**src/rtl/sai_pkg.sv**
```systemverilog
package sai_pkg;
  typedef struct packed {
    logic       master;
    logic       fs128;
    logic [1:0] res;
    logic       rjust;
    logic       dly;
    logic       fall;
    logic       lr_swap;
  } sai_cfg_t;
endpackage

```
**src/rtl/sai_clkgen.sv**
```systemverilog
module sai_clkgen #(
  parameter int CLK_DIV = 4,
  parameter int IDX_W   = 7
) (
  input  logic clk_i,
  input  logic rst_ni,
  input  logic en_i,
  input  logic fs128_i,
  input  logic fall_i,
  output logic sclk_o,
  output logic lrck_o
);
  localparam int CW = (CLK_DIV > 1) ? $clog2(CLK_DIV) : 1;
  localparam logic [CW-1:0] DIV_LAST = CW'(CLK_DIV - 1);
  localparam logic [IDX_W-1:0] HALF_FULL = IDX_W'(1 << (IDX_W - 1));

  logic [CW-1:0]    div_q;
  logic [IDX_W-1:0] bit_q;
  logic [IDX_W-1:0] half_last;
  logic             ph_q, lr_q;

  assign half_last = (fs128_i ? HALF_FULL : (HALF_FULL >> 1)) - IDX_W'(1);

  // ph 0->1 is the sampling edge, 1->0 the launch edge
  always_ff @(posedge clk_i or negedge rst_ni) begin
    if (!rst_ni) begin
      div_q <= '0;
      bit_q <= '0;
      ph_q  <= 1'b0;
      lr_q  <= 1'b0;
    end else if (!en_i) begin
      div_q <= '0;
      bit_q <= '0;
      ph_q  <= 1'b0;
      lr_q  <= 1'b0;
    end else if (div_q == DIV_LAST) begin
      div_q <= '0;
      ph_q  <= ~ph_q;
      if (ph_q) begin
        if (bit_q == half_last) begin
          bit_q <= '0;
          lr_q  <= ~lr_q;
        end else begin
          bit_q <= bit_q + 1'b1;
        end
      end
    end else begin
      div_q <= div_q + 1'b1;
    end
  end

  assign sclk_o = en_i & (ph_q ^ fall_i);
  assign lrck_o = lr_q;
endmodule

```
**src/rtl/sai_sync_edge.sv**
```systemverilog
module sai_sync_edge #(
  parameter int STAGES = 2
) (
  input  logic clk_i,
  input  logic rst_ni,
  input  logic fall_i,
  input  logic sclk_i,
  input  logic lrck_i,
  input  logic data_i,
  output logic strobe_o,
  output logic ws_o,
  output logic bit_o
);
  logic [2:0] last_s;
  logic       sclk_d_q;

  generate
    if (STAGES <= 1) begin : g_one
      logic [2:0] pipe_q;
      always_ff @(posedge clk_i or negedge rst_ni) begin
        if (!rst_ni) pipe_q <= '0;
        else         pipe_q <= {sclk_i, lrck_i, data_i};
      end
      assign last_s = pipe_q;
    end else begin : g_many
      logic [3*STAGES-1:0] pipe_q;
      always_ff @(posedge clk_i or negedge rst_ni) begin
        if (!rst_ni) pipe_q <= '0;
        else         pipe_q <= {pipe_q[3*STAGES-4:0], sclk_i, lrck_i, data_i};
      end
      assign last_s = pipe_q[3*STAGES-1 -: 3];
    end
  endgenerate

  always_ff @(posedge clk_i or negedge rst_ni) begin
    if (!rst_ni) sclk_d_q <= 1'b0;
    else         sclk_d_q <= last_s[2];
  end

  assign strobe_o = fall_i ? (sclk_d_q & ~last_s[2]) : (~sclk_d_q & last_s[2]);
  assign ws_o     = last_s[1];
  assign bit_o    = last_s[0];
endmodule

```
**src/rtl/sai_deser.sv**
```systemverilog
module sai_deser #(
  parameter int DATA_W = 24,
  parameter int IDX_W  = 7
) (
  input  logic              clk_i,
  input  logic              rst_ni,
  input  logic              fs128_i,
  input  logic [1:0]        res_i,
  input  logic              rjust_i,
  input  logic              dly_i,
  input  logic              lr_swap_i,
  input  logic              strobe_i,
  input  logic              ws_i,
  input  logic              bit_i,
  output logic [DATA_W-1:0] left_o,
  output logic [DATA_W-1:0] right_o,
  output logic              valid_o
);
  localparam int IW = IDX_W + 1;
  localparam logic [IW-1:0] HALF_FULL = IW'(1 << (IDX_W - 1));
  localparam logic [IW-1:0] DW = IW'(DATA_W);

  logic [IW-1:0]     half_len, width, start, stop, cur_ext;
  logic [IDX_W-1:0]  idx_q, cur_idx;
  logic              have_q, prev_q, synced_q, pend_q, valid_q;
  logic              trans, synced_n, in_win, done, is_left;
  logic [DATA_W-1:0] sh_q, sh_next, word, hold_q, left_q, right_q;

  assign half_len = fs128_i ? HALF_FULL : (HALF_FULL >> 1);
  always_comb begin
    if (!rjust_i)           width = DW;
    else if (res_i == 2'd0) width = DW;
    else if (res_i == 2'd1) width = DW - IW'(4);
    else                    width = DW - IW'(8);
  end
  assign start = rjust_i ? (half_len - width) : {{(IW-1){1'b0}}, dly_i};
  assign stop  = start + width - IW'(1);

  assign trans    = have_q && (ws_i != prev_q);
  assign synced_n = synced_q | trans;
  assign cur_idx  = trans ? '0 : ((&idx_q) ? idx_q : idx_q + 1'b1);
  assign cur_ext  = {1'b0, cur_idx};
  assign in_win   = synced_n && (cur_ext >= start) && (cur_ext <= stop);
  assign done     = in_win && (cur_ext == stop);
  assign sh_next  = {sh_q[DATA_W-2:0], bit_i};
  assign word     = sh_next << (DW - width);
  assign is_left  = ws_i ^ lr_swap_i;

  always_ff @(posedge clk_i or negedge rst_ni) begin
    if (!rst_ni) begin
      idx_q    <= '0;
      have_q   <= 1'b0;
      prev_q   <= 1'b0;
      synced_q <= 1'b0;
      pend_q   <= 1'b0;
      valid_q  <= 1'b0;
      sh_q     <= '0;
      hold_q   <= '0;
      left_q   <= '0;
      right_q  <= '0;
    end else begin
      valid_q <= 1'b0;
      if (strobe_i) begin
        have_q   <= 1'b1;
        prev_q   <= ws_i;
        idx_q    <= cur_idx;
        synced_q <= synced_n;
        if (in_win) sh_q <= sh_next;
        if (done) begin
          if (is_left) begin
            hold_q <= word;
            pend_q <= 1'b1;
          end else if (pend_q) begin
            left_q  <= hold_q;
            right_q <= word;
            valid_q <= 1'b1;
            pend_q  <= 1'b0;
          end
        end
      end
    end
  end

  assign left_o  = left_q;
  assign right_o = right_q;
  assign valid_o = valid_q;
endmodule

```
**src/rtl/sai_rx.sv**
```systemverilog
module sai_rx
  import sai_pkg::*;
#(
  parameter int DATA_W      = 24,
  parameter int CLK_DIV     = 4,
  parameter int SYNC_STAGES = 2
) (
  input  logic              clk_i,
  input  logic              rst_ni,
  input  logic [7:0]        cfg_i,
  input  logic              sclk_i,
  input  logic              lrck_i,
  input  logic              sdata_i,
  output logic              sclk_o,
  output logic              lrck_o,
  output logic [DATA_W-1:0] left_o,
  output logic [DATA_W-1:0] right_o,
  output logic              valid_o
);
  localparam int IDX_W = 7;

  sai_cfg_t cfg;
  logic     sclk_raw, lrck_raw, strobe, ws, dbit;

  assign cfg = cfg_i;

  sai_clkgen #(.CLK_DIV(CLK_DIV), .IDX_W(IDX_W)) clkgen_i (
    .clk_i, .rst_ni,
    .en_i(cfg.master), .fs128_i(cfg.fs128), .fall_i(cfg.fall),
    .sclk_o, .lrck_o
  );

  // generated clocks take the same sync path as external ones
  assign sclk_raw = cfg.master ? sclk_o : sclk_i;
  assign lrck_raw = cfg.master ? lrck_o : lrck_i;

  sai_sync_edge #(.STAGES(SYNC_STAGES)) sync_i (
    .clk_i, .rst_ni, .fall_i(cfg.fall),
    .sclk_i(sclk_raw), .lrck_i(lrck_raw), .data_i(sdata_i),
    .strobe_o(strobe), .ws_o(ws), .bit_o(dbit)
  );

  sai_deser #(.DATA_W(DATA_W), .IDX_W(IDX_W)) deser_i (
    .clk_i, .rst_ni,
    .fs128_i(cfg.fs128), .res_i(cfg.res), .rjust_i(cfg.rjust),
    .dly_i(cfg.dly), .lr_swap_i(cfg.lr_swap),
    .strobe_i(strobe), .ws_i(ws), .bit_i(dbit),
    .left_o, .right_o, .valid_o
  );
endmodule

```
**config.mk**
```make
export PLATFORM = sky130hd
export DESIGN_NAME = sai_rx
export DESIGN_NICKNAME = d
export VERILOG_FILES = /design/src/rtl/sai_pkg.sv /design/src/rtl/sai_clkgen.sv /design/src/rtl/sai_sync_edge.sv /design/src/rtl/sai_deser.sv /design/src/rtl/sai_rx.sv
export SDC_FILE = /design/constraint.sdc
export NUM_CORES = 1
export LEC_CHECK = 0
export BUFFER_PORTS_ARGS = -buffer_cell sky130_fd_sc_hd__buf_2
export CAP_MARGIN = 10
export CORE_UTILIZATION = 59
export DETAILED_ROUTE_END_ITERATION = 6
export PLACE_DENSITY_LB_ADDON = 0.08
export SYNTH_ARGS = -nofsm -noshare
export SYNTH_HDL_FRONTEND = slang
export SYNTH_SLANG_ARGS = --single-unit
```
**constraint.sdc**
```tcl
create_clock -name clk_i -period 3.7 [get_ports clk_i]
set_input_delay 0.37 -clock clk_i [delete_from_list [all_inputs] [get_ports clk_i]]
set_output_delay 0.37 -clock clk_i [all_outputs]
set_load 0.02 [all_outputs]
```
==> results of run 1 <==
## what timing repair did
| action | CTS | global route |
|---|---|---|
| setup endpoints to repair | 0 | 23 |
| endpoints found under the hold margin | 1 | 0 |
| gates resized for setup | 0 | 1 |
| hold buffers | 1 | 0 |
## worst max path at each step
stage                                       from                              end  slack (ps)  cells past startpoint
floorplan                               cfg_i[3]   deser_i.hold_q[10]$_DFFE_PN0P_          20                     15
global placement    deser_i.idx_q[0]$_DFFE_PN0P_      deser_i.sh_q[9]$_DFFE_PN0P_         320                     11
detailed placement  deser_i.idx_q[0]$_DFFE_PN0P_     deser_i.sh_q[18]$_DFFE_PN0P_         170                     11
CTS                 deser_i.idx_q[0]$_DFFE_PN0P_      deser_i.sh_q[2]$_DFFE_PN0P_         100                     11
global route        deser_i.idx_q[0]$_DFFE_PN0P_  deser_i.right_o[10]$_DFFE_PN0P_          40                     11
finish              deser_i.idx_q[0]$_DFFE_PN0P_  deser_i.right_o[10]$_DFFE_PN0P_         250                     11
## power by group
part	switching (mW)	internal, mW	leakage, nW
clock network	0.612	1.09	0.292
logic	0.304	0.231	1.67
registers	0.0797	1.44	1.67
total	0.995	2.77	3.63
## cells in the mapped netlist, types with 8 or more instances
master     n  area (um2)
and2_1    11       68.82
o21ai_0    9       45.04
a21oi_1   10       50.05
ha_1      17       212.7
and3_1     8       50.05
nor2b_1    9       56.30
inv_1     15       56.30
mux2_2    71       799.5
mux2_1    16       180.2
nand2_1   33       123.9
mux2_4    15       225.2
mux2i_1   20       200.2
dfrtp_1  125        3128
nor2_1    13       48.80
## registers in the layout (all words and copies together), names as in the netlist
signal,count
deser_i.hold_q,24
deser_i.left_o,24
deser_i.right_o,24
deser_i.sh_q,23
clkgen_i.bit_q,7
deser_i.idx_q,7
sync_i.g_many.pipe_q,6
clkgen_i.div_q,2
clkgen_i.lrck_o,1
clkgen_i.ph_q,1
deser_i.have_q,1
deser_i.pend_q,1
deser_i.prev_q,1
deser_i.synced_q,1
deser_i.valid_o,1
sync_i.sclk_d_q,1
## layer usage
layer / wire [um] / global-route usage
met1: 5552 / 0.3344
met2: 5655 / 0.3836
met3: 378 / 0.05424
met4: 165 / 0.1000
met5: 0 / 0
## cell type report
| class | count | area share |
|---|---|---|
| sequential | 125 | 0.4434 |
| multi-input combinational | 305 | 0.3773 |
| timing repair buffer | 75 | 0.06172 |
| clock buffer | 18 | 0.05924 |
| clock inverter | 13 | 0.02678 |
| tap | 133 | 0.02359 |
| inverter | 15 | 0.007982 |
## through the flow
stage                     cell area [um2]  hold WS, ps  setup slack, ps  total power, mW  utilization
final                                7054        38.78            245.3            3.765       0.7217
after global routing                 7054        65.59            40.13            3.912       0.7217
after CTS                            7053        64.20            103.1            3.787       0.7216
after detailed placement             6436        336.5            165.2            2.063       0.6585
after global placement               6436        331.9            321.1            2.040       0.6585
after floorplan                      6000        74.41            19.11            1.922            -
## cell families after synthesis
logic type	after synthesis	synth area share
buffers and inverters	36	0.03059
other	1	0.0006281
AOI/OAI and AO/OA	56	0.07397
adders and majority gates	17	0.03562
DFF	125	0.5239
and+or+nand+nor	98	0.08383
xor gates and xnor gates	11	0.01614
muxes	122	0.2353
==> results.cfg, run 1 <==
[detailed_routing]
finalWirelength_mm = 11.75
first_iter_violations = 172
routedWlPerCell_um = 17.18
drc = 0
routed_via_density = 5.648
ant_nets = 0
dr.pass1.iters = 4
route.vias.total = 3863

[floorplanning]
num_io_pins = 64
fp.dieH_um = 102.6
die_x_um = 102.6
placementRows = 36
coreArea_um2 = 9774
die_area_um2 = 10530
start_util = 0.6109

[placed_design]
routabilityCongestion = 0.8457
portBuffers = 63
dp_cells = 652
detailed_place_hpwl_mm = 7.821

[timing]
drv_slew = 0
period_share = 0.9337
setup_tns_ps = 0
rsz0062_at_grt = false
max_slew_margin = 0.2755
final-hold-violation-count = 0
max_freq_mhz = 289.5
tightest_slew_ps = 1087
fin_skew_ps = 6.879
setup_viol = 0
min_period_ps = 3455

[pwr]
p_leak_nw = 3.625
powerDensity_nw_per_um2 = 533.7
vdd_drop_max_mv = 0.3028

[setup_path]
rr_worst_depth = 11
crit_chain = ha_1 -> and4_1 -> nand3_1 -> a21oi_1 -> ha_1 -> o21ai_0 -> a21o_1 -> o221a_4 -> a2111oi_4 -> buf_12 -> mux2_2
critPathMostFrequentCell = ha_1
timing.rr.end = deser_i.right_o[10]$_DFFE_PN0P_
r2r-start = deser_i.idx_q[0]$_DFFE_PN0P_
cp_max_fo = 48
critPathSlowestCell = a2111oi_4
path_delay_family = compound AO/OA/AOI/OAI gates
required_ps = 4110
slowest_delay_ps = 420
critPathKind = register to register
cp_data_arrival_time_ps = 3860
crit_buf_inv = 1
reg2reg_slack_ps = 250
endpoint_kind = register
critPathLaunchType = register

[clocking]
clock_sinks = 125
h-tree-depth = 4
clockRootBuffer = clkbuf_8
cts_buffers = 17
clk_latency_ps = 530
postCtsSetupBuffers = 0
clockBufferDepth = 2
cts_tree = yes
clk_pin_slew_ps = 60

[flow_run]
drv_cap = 0

[grt]
antenna_found_initial = 0
grt_usage = 0.2456
grt_max_degree = 89
grt_pass1_vias = 3868
grt-ovfl-total = 0
grt_pass1_wl_mm = 19.43

[final_layout]
fin_nets = 569
antennaDiodeCount = 0
fin_cells = 684
fill_cells = 694
multi_input_area_um2 = 2661
syn2layout_area_growth_pct = 18.15
drive_gt1_frac = 0.3575
final_cell_mix = dfrtp_1, mux2_2, buf_2, nand2_1, mux2i_1
layout_commonest_cell = dfrtp_1
ff_latch_area_um2 = 3128

[logic_synthesis]
netlist_area_um2 = 5971
synth-edff-count = 0
ys_types = 49
yosysWarnings = 0
synth_ff_type = dfrtp_1
synth_seq_cells = 125
syn_inst = 466
seq_area_frac_synth = 0.5239
syn_avg_cell_area_um2 = 12.81
syn_nets = 496
async_reset_ff_frac = 1.000

[hold_path]
hold_path_class = input port to asynchronous set/reset pin

[outcome]
status = finished clean
Note: power is estimated with default switching activity, not from simulation.
==> inputs of run 2 (changes only) <==
--- a/config.mk
+++ b/config.mk
@@ -10,2 +10,3 @@
 export CORE_UTILIZATION = 59
+export CTS_CLUSTER_SIZE = 10
 export DETAILED_ROUTE_END_ITERATION = 6
==> constraint.sdc (replaced) <==
create_clock -name clk_i -period 3.7 [get_ports clk_i]
set_input_delay 0.185 -clock clk_i [delete_from_list [all_inputs] [get_ports clk_i]]
set_output_delay 0.185 -clock clk_i [all_outputs]
set_load 0.02 [all_outputs]
==> run 2 against run 1 <==
Global-route usage fell by 0.65 points. Clock skew down 2.0 ps. Clock power barely moved. First-iteration DRC count down 11%. Critical endpoint is now deser_i.left_o[12]$_DFFE_PN0P_. Cell area up 0.74%. Core utilization is 0.54 points higher. Sequential share of layout area decreased by 0.33 points. Critical path depth up 1. Routed wire length decreased by 1.1%. Register-to-register slack worse by 50 ps. Highest routed layer unchanged. Clock-buffer cell count up 4. Largest power group unchanged. Critical path type unchanged.
==> results.cfg, run 2 (synthesis results as in run 1) <==
[clocking]
cts_tree = yes
clockBufferDepth = 2
h-tree-depth = 4
cts_buffers = 17
clock_sinks = 125
clk_pin_slew_ps = 60
clockRootBuffer = clkbuf_8
clk_latency_ps = 510

[grt]
grt_usage = 0.2391
grt_max_degree = 72
antenna_found_initial = 0
grt_pass1_wl_mm = 18.75
grt_pass1_vias = 3666
grt-ovfl-total = 0

[pwr]
switchingPower_mw = 0.9502
sequentialPowerShare = 0.403
powerDensity_nw_per_um2 = 531.2
vdd_drop_max_mv = 0.3210
clkPwrFrac = 0.456
sw_frac_of_total = 0.2517
internal_power_mw = 2.825
p_leak_nw = 3.652
power.share.combinational = 0.140

[setup_path]
critPathLaunchType = register
cp_max_fo = 24
required_ps = 4100
critPathKind = register to register
endpoint_kind = register
cp_data_arrival_time_ps = 3900

[timing]
setup_tns_ps = 0
setup_viol = 0
fin_skew_ps = 4.874
final-hold-violation-count = 0
tightest_slew_ps = 716.3
period_share = 0.9464
rsz0062_at_grt = false
max_slew_margin = 0.5184
min_period_ps = 3502
max_freq_mhz = 285.6
drv_slew = 0

[detailed_routing]
first_iter_violations = 153
dr.pass1.iters = 4
finalWirelength_mm = 11.63
drc = 0
routed_via_density = 5.647
routedWlPerCell_um = 16.95
ant_nets = 0
route.vias.total = 3874

[placed_design]
detailed_place_hpwl_mm = 7.714
routabilityCongestion = 0.8465
dp_cells = 648
portBuffers = 63

[final_layout]
fin_cells = 686
final_cell_mix = dfrtp_1, mux2_2, buf_2, nand2_1, mux2i_1
drive_gt1_frac = 0.3508
antennaDiodeCount = 0
fin_nets = 570
syn2layout_area_growth_pct = 19.03
layout_commonest_cell = dfrtp_1
fill_cells = 683

[flow_run]
drv_cap = 0

[floorplanning]
fp.dieH_um = 102.6
placementRows = 36
die_x_um = 102.6
die_area_um2 = 10530
coreArea_um2 = 9774
start_util = 0.6109
num_io_pins = 64

[hold_path]
hold_path_class = input port to register

[outcome]
status = finished clean
run 2: cell count changes in the layout (fill, tap and decap cells not counted), moves of 2 or more:
cell	change
inv_6	-3
dlygate4sd3_1	+3
buf_4	-4
clkinvlp_4	-2
clkbuf_8	+3
run 2: repair_timing:
item                                    CTS  global route
buffers inserted                          0             1
gates resized for setup                   0             1
endpoints found under the setup margin    0             1
hold buffers                              4             0
hold endpoints to repair                 57             0
run 2: stage by stage:
step                  util  instance area, um2  hold slack (ps)  power (mW)  worst slack, ps
CTS                 0.7247                7083            17.12       3.804            184.4
global route        0.7271                7107            26.63       3.948            38.00
global placement    0.6567                6419            271.7       2.047            352.8
finish              0.7271                7107            36.78       3.775            198.3
floorplan                -                5978           -110.6       1.919            24.32
detailed placement  0.6567                6419            272.0       2.070            233.8
run 2: final cells by class:
| class | count | area (um2) | area share |
|---|---|---|---|
| clock buffers | 22 | 462.9 | 0.06514 |
| clock inverters | 10 | 161.4 | 0.02271 |
| inverters | 15 | 56.30 | 0.007923 |
| multi-input cells | 305 | 2660 | 0.3743 |
| flip-flops and latches | 125 | 3128 | 0.4401 |
| well taps | 133 | 166.4 | 0.02342 |
| repair buffers | 76 | 471.7 | 0.06637 |
run 2: critical path, stage by stage, from the launching register on:
cell	delay, ps
dfrtp_1	380
ha_1	230
and4_1	260
nand3_1	200
xnor2_1	290
nand2_1	120
ha_1	300
and4_1	190
nand4_1	300
a2111oi_4	290
buf_4	190
buf_6	260
mux2_2	370
run 2: power by group through the flow:
stage / combinational [mW] / sequential [mW] / clock (mW)
2_1_floorplan: 0.401 / 1.52 / 0
3_3_place_gp: 0.510 / 1.54 / 0
3_5_place_dp: 0.528 / 1.54 / 0
4_1_cts: 0.533 / 1.52 / 1.75
5_1_grt: 0.592 / 1.53 / 1.82
6_report: 0.530 / 1.52 / 1.72
run 2: final timing paths:
check | start | end | slack (ps) | cells after the start
setup / recovery | deser_i.idx_q[0]$_DFFE_PN0P_ | deser_i.left_o[12]$_DFFE_PN0P_ | 200 | 12
hold / removal | cfg_i[7] | clkgen_i.bit_q[6]$_DFFE_PN0P_ | 40 | 2
setup reg to reg | deser_i.idx_q[0]$_DFFE_PN0P_ | deser_i.left_o[12]$_DFFE_PN0P_ | 200 | 12
hold reg to reg | sync_i.g_many.pipe_q[1]$_DFF_PN0_ | sync_i.g_many.pipe_q[4]$_DFF_PN0_ | 350 | 0
max in group asynchronous | rst_ni | deser_i.hold_q[7]$_DFFE_PN0P_ | 2610 | 3
min in group asynchronous | rst_ni | deser_i.idx_q[1]$_DFFE_PN0P_ | 270 | 2
run 2: routing by layer:
metal,global-route usage,part of all wire,vias to the layer above
met4,0.08571,0.014,0
met2,0.3513,0.47,93
met5,0,0,-
met3,0.06712,0.035,15
li1,-,-,1820
met1,0.3403,0.48,1946
==> inputs of run 3 (changes only) <==
ABC_AREA = 1   (was not set)
BUFFER_PORTS_ARGS = not set   (was -buffer_cell sky130_fd_sc_hd__buf_2)
CORE_UTILIZATION = 60   (was 59)
DONT_BUFFER_PORTS = 1   (was not set)
==> run 3 against run 2 <==
Synthesized area is 5.7% higher. Setup slack better by 110 ps. Fmax up 3.2%. Via count rose by 35%. Largest cell class unchanged. Largest power group unchanged.
==> results.cfg, run 3 <==
[final_layout]
fill_cells = 817
drive_gt1_frac = 0.07884
syn2layout_area_growth_pct = 11.32
fin_cells = 897
final_util = 0.6833
antennaDiodeCount = 0
final_cell_mix = nand2_1, dfrtp_1, nand4_1, inv_1, nor2_1
fin_nets = 779
layout_commonest_cell = nand2_1

[clocking]
clockBufferDepth = 2
cts_tree = yes
clock_sinks = 125
h-tree-depth = 4
clk_pin_slew_ps = 60
clk_latency_ps = 530
cts_buffers = 17
clockRootBuffer = clkbuf_8

[detailed_routing]
first_iter_violations = 385
routed_via_density = 5.833
ant_nets = 0
dr.pass1.iters = 5
drc = 0
route.vias.total = 5232
routedWlPerCell_um = 15.44
finalWirelength_mm = 13.85

[timing]
max_slew_margin = 0.3909
tightest_slew_ps = 910.9
final-hold-violation-count = 0
drv_slew = 0
max_freq_mhz = 294.6
setup_tns_ps = 0
fin_skew_ps = 6.838
min_period_ps = 3394
setup_viol = 0
rsz0062_at_grt = false
period_share = 0.9173

[logic_synthesis]
yosysWarnings = 0
syn_nets = 792
yosys-top-cells-area = dfrtp_1, nand2_1, nand4_1, ha_1, o2111ai_1
synth_seq_cells = 125
syn_inst = 762
netlist_area_um2 = 6309
synthTopCellsByCount = nand2_1, dfrtp_1, nand4_1
async_reset_ff_frac = 1.000
ys_types = 35
seq_area_frac_synth = 0.4958
synth-edff-count = 0
synth_top_area_share = 0.4958
syn_avg_cell_area_um2 = 8.279
synth_ff_type = dfrtp_1
synth.most_common_cell = nand2_1
synth_top_area_cell = dfrtp_1

[grt]
grt_max_degree = 126
grt_pass1_vias = 4973
grt-ovfl-total = 0
grt_usage = 0.2739
grt_pass1_wl_mm = 23.85
antenna_found_initial = 0

[setup_path]
required_ps = 4160
critPathKind = register to register
cp_data_arrival_time_ps = 3860
endpoint_kind = register
cp_max_fo = 73
critPathLaunchType = register

[hold_path]
hold_path_class = input port to register

[flow_run]
drv_cap = 0

[placed_design]
detailed_place_hpwl_mm = 9.010
dp_cells = 859
routabilityCongestion = 0.8656
portBuffers = 0

[floorplanning]
fp.dieH_um = 104.5
die_x_um = 104.5
start_util = 0.6138
placementRows = 37
coreArea_um2 = 10280
die_area_um2 = 10930
num_io_pins = 64

[pwr]
vdd_drop_max_mv = 0.2642
powerDensity_nw_per_um2 = 538.5
p_leak_nw = 3.737

[outcome]
status = finished clean
==> run 3: cell types whose count changed after synthesis, sizes merged, moves of 12 or more <==
cell     previous run  this run
inv                15        49
mux2i              20         0
o2111ai             1        24
nor2               13        43
mux2              102         0
nand4               6        74
nand2              33       279
and2               12         0
o21ai              10        39
clkbuf              7        28
==> run 3: path summary, 6_finish.rpt <==
| kind | endpoint | depth (start not counted) | start | slack, ps |
|---|---|---|---|---|
| max in group asynchronous | deser_i.sh_q[3]$_DFFE_PN0P_ | 2 | rst_ni | 2940 |
| setup / recovery | deser_i.hold_q[19]$_DFFE_PN0P_ | 12 | deser_i.idx_q[0]$_DFFE_PN0P_ | 310 |
| hold reg to reg | sync_i.g_many.pipe_q[4]$_DFF_PN0_ | 0 | sync_i.g_many.pipe_q[1]$_DFF_PN0_ | 350 |
| setup reg to reg | deser_i.hold_q[19]$_DFFE_PN0P_ | 12 | deser_i.idx_q[0]$_DFFE_PN0P_ | 310 |
| hold / removal | clkgen_i.ph_q$_DFFE_PN0P_ | 2 | cfg_i[7] | 10 |
| min in group asynchronous | deser_i.hold_q[8]$_DFFE_PN0P_ | 2 | rst_ni | 310 |
==> run 3: metrics by stage <==
stage               power, mW  cell area (um2)  hold slack (ps)  setup slack, ps
CTS                     3.795             7014            3.694            282.3
global route            3.951             7023            19.46            70.42
finish                  3.782             7023            11.97            306.0
detailed placement      2.083             6329           -107.5            382.1
global placement        2.060             6329           -107.8            531.7
floorplan               2.001             6309           -110.6            947.0
==> run 3: area by class of cell <==
class	instances	area, um2	area share
sequential	125	3128	0.4454
multi-input combinational	538	2755	0.3923
clock buffer	21	459.2	0.06538
inverter	51	191.4	0.02726
timing repair buffer	16	180.2	0.02565
tap	136	170.2	0.02423
clock inverter	10	138.9	0.01978
==> run 3: cell families after synthesis <==
kind of cell / after synthesis / synth area share
simple gates: 422 / 0.2973
other cells: 1 / 0.0005944
flops: 125 / 0.4958
xor+xnor: 6 / 0.008330
compound gates: 92 / 0.09302
buf+inv: 99 / 0.07120
fa+ha+maj: 17 / 0.03372
==> run 3: critical path, stage by stage (launching register included) <==
cell and delay, ps:
dfrtp_1 410, ha_1 230, nand2_1 100, nor2_4 170
nand2_4 100, a31oi_1 370, ha_1 230, nand3_1 170
nor3_4 260, buf_4 320, buf_4 610, nand4_1 220
nand2_1 110
==> run 3: where the power goes <==
group	internal, mW	switching [mW]	total (mW)
Clock	1.07	0.594	1.67
Sequential	1.43	0.0530	1.48
Combinational	0.172	0.460	0.632
==> run 3: timing repair <==
action,in CTS,in global routing
hold buffers,7,0
setup endpoints to repair,0,6
resized for setup,0,1
buffers inserted,0,0
hold endpoints to repair,132,0
==> run 3: routing by layer <==
| layer | vias to the layer above | wire length [um] | global-route usage | part of all wire |
|---|---|---|---|---|
| met3 | 20 | 886 | 0.07860 | 0.064 |
| li1 | 2545 | - | - | - |
| met4 | 0 | 183 | 0.09898 | 0.013 |
| met1 | 2501 | 6041 | 0.3672 | 0.44 |
| met2 | 166 | 6743 | 0.4248 | 0.49 |
| met5 | - | 0 | 0 | 0 |
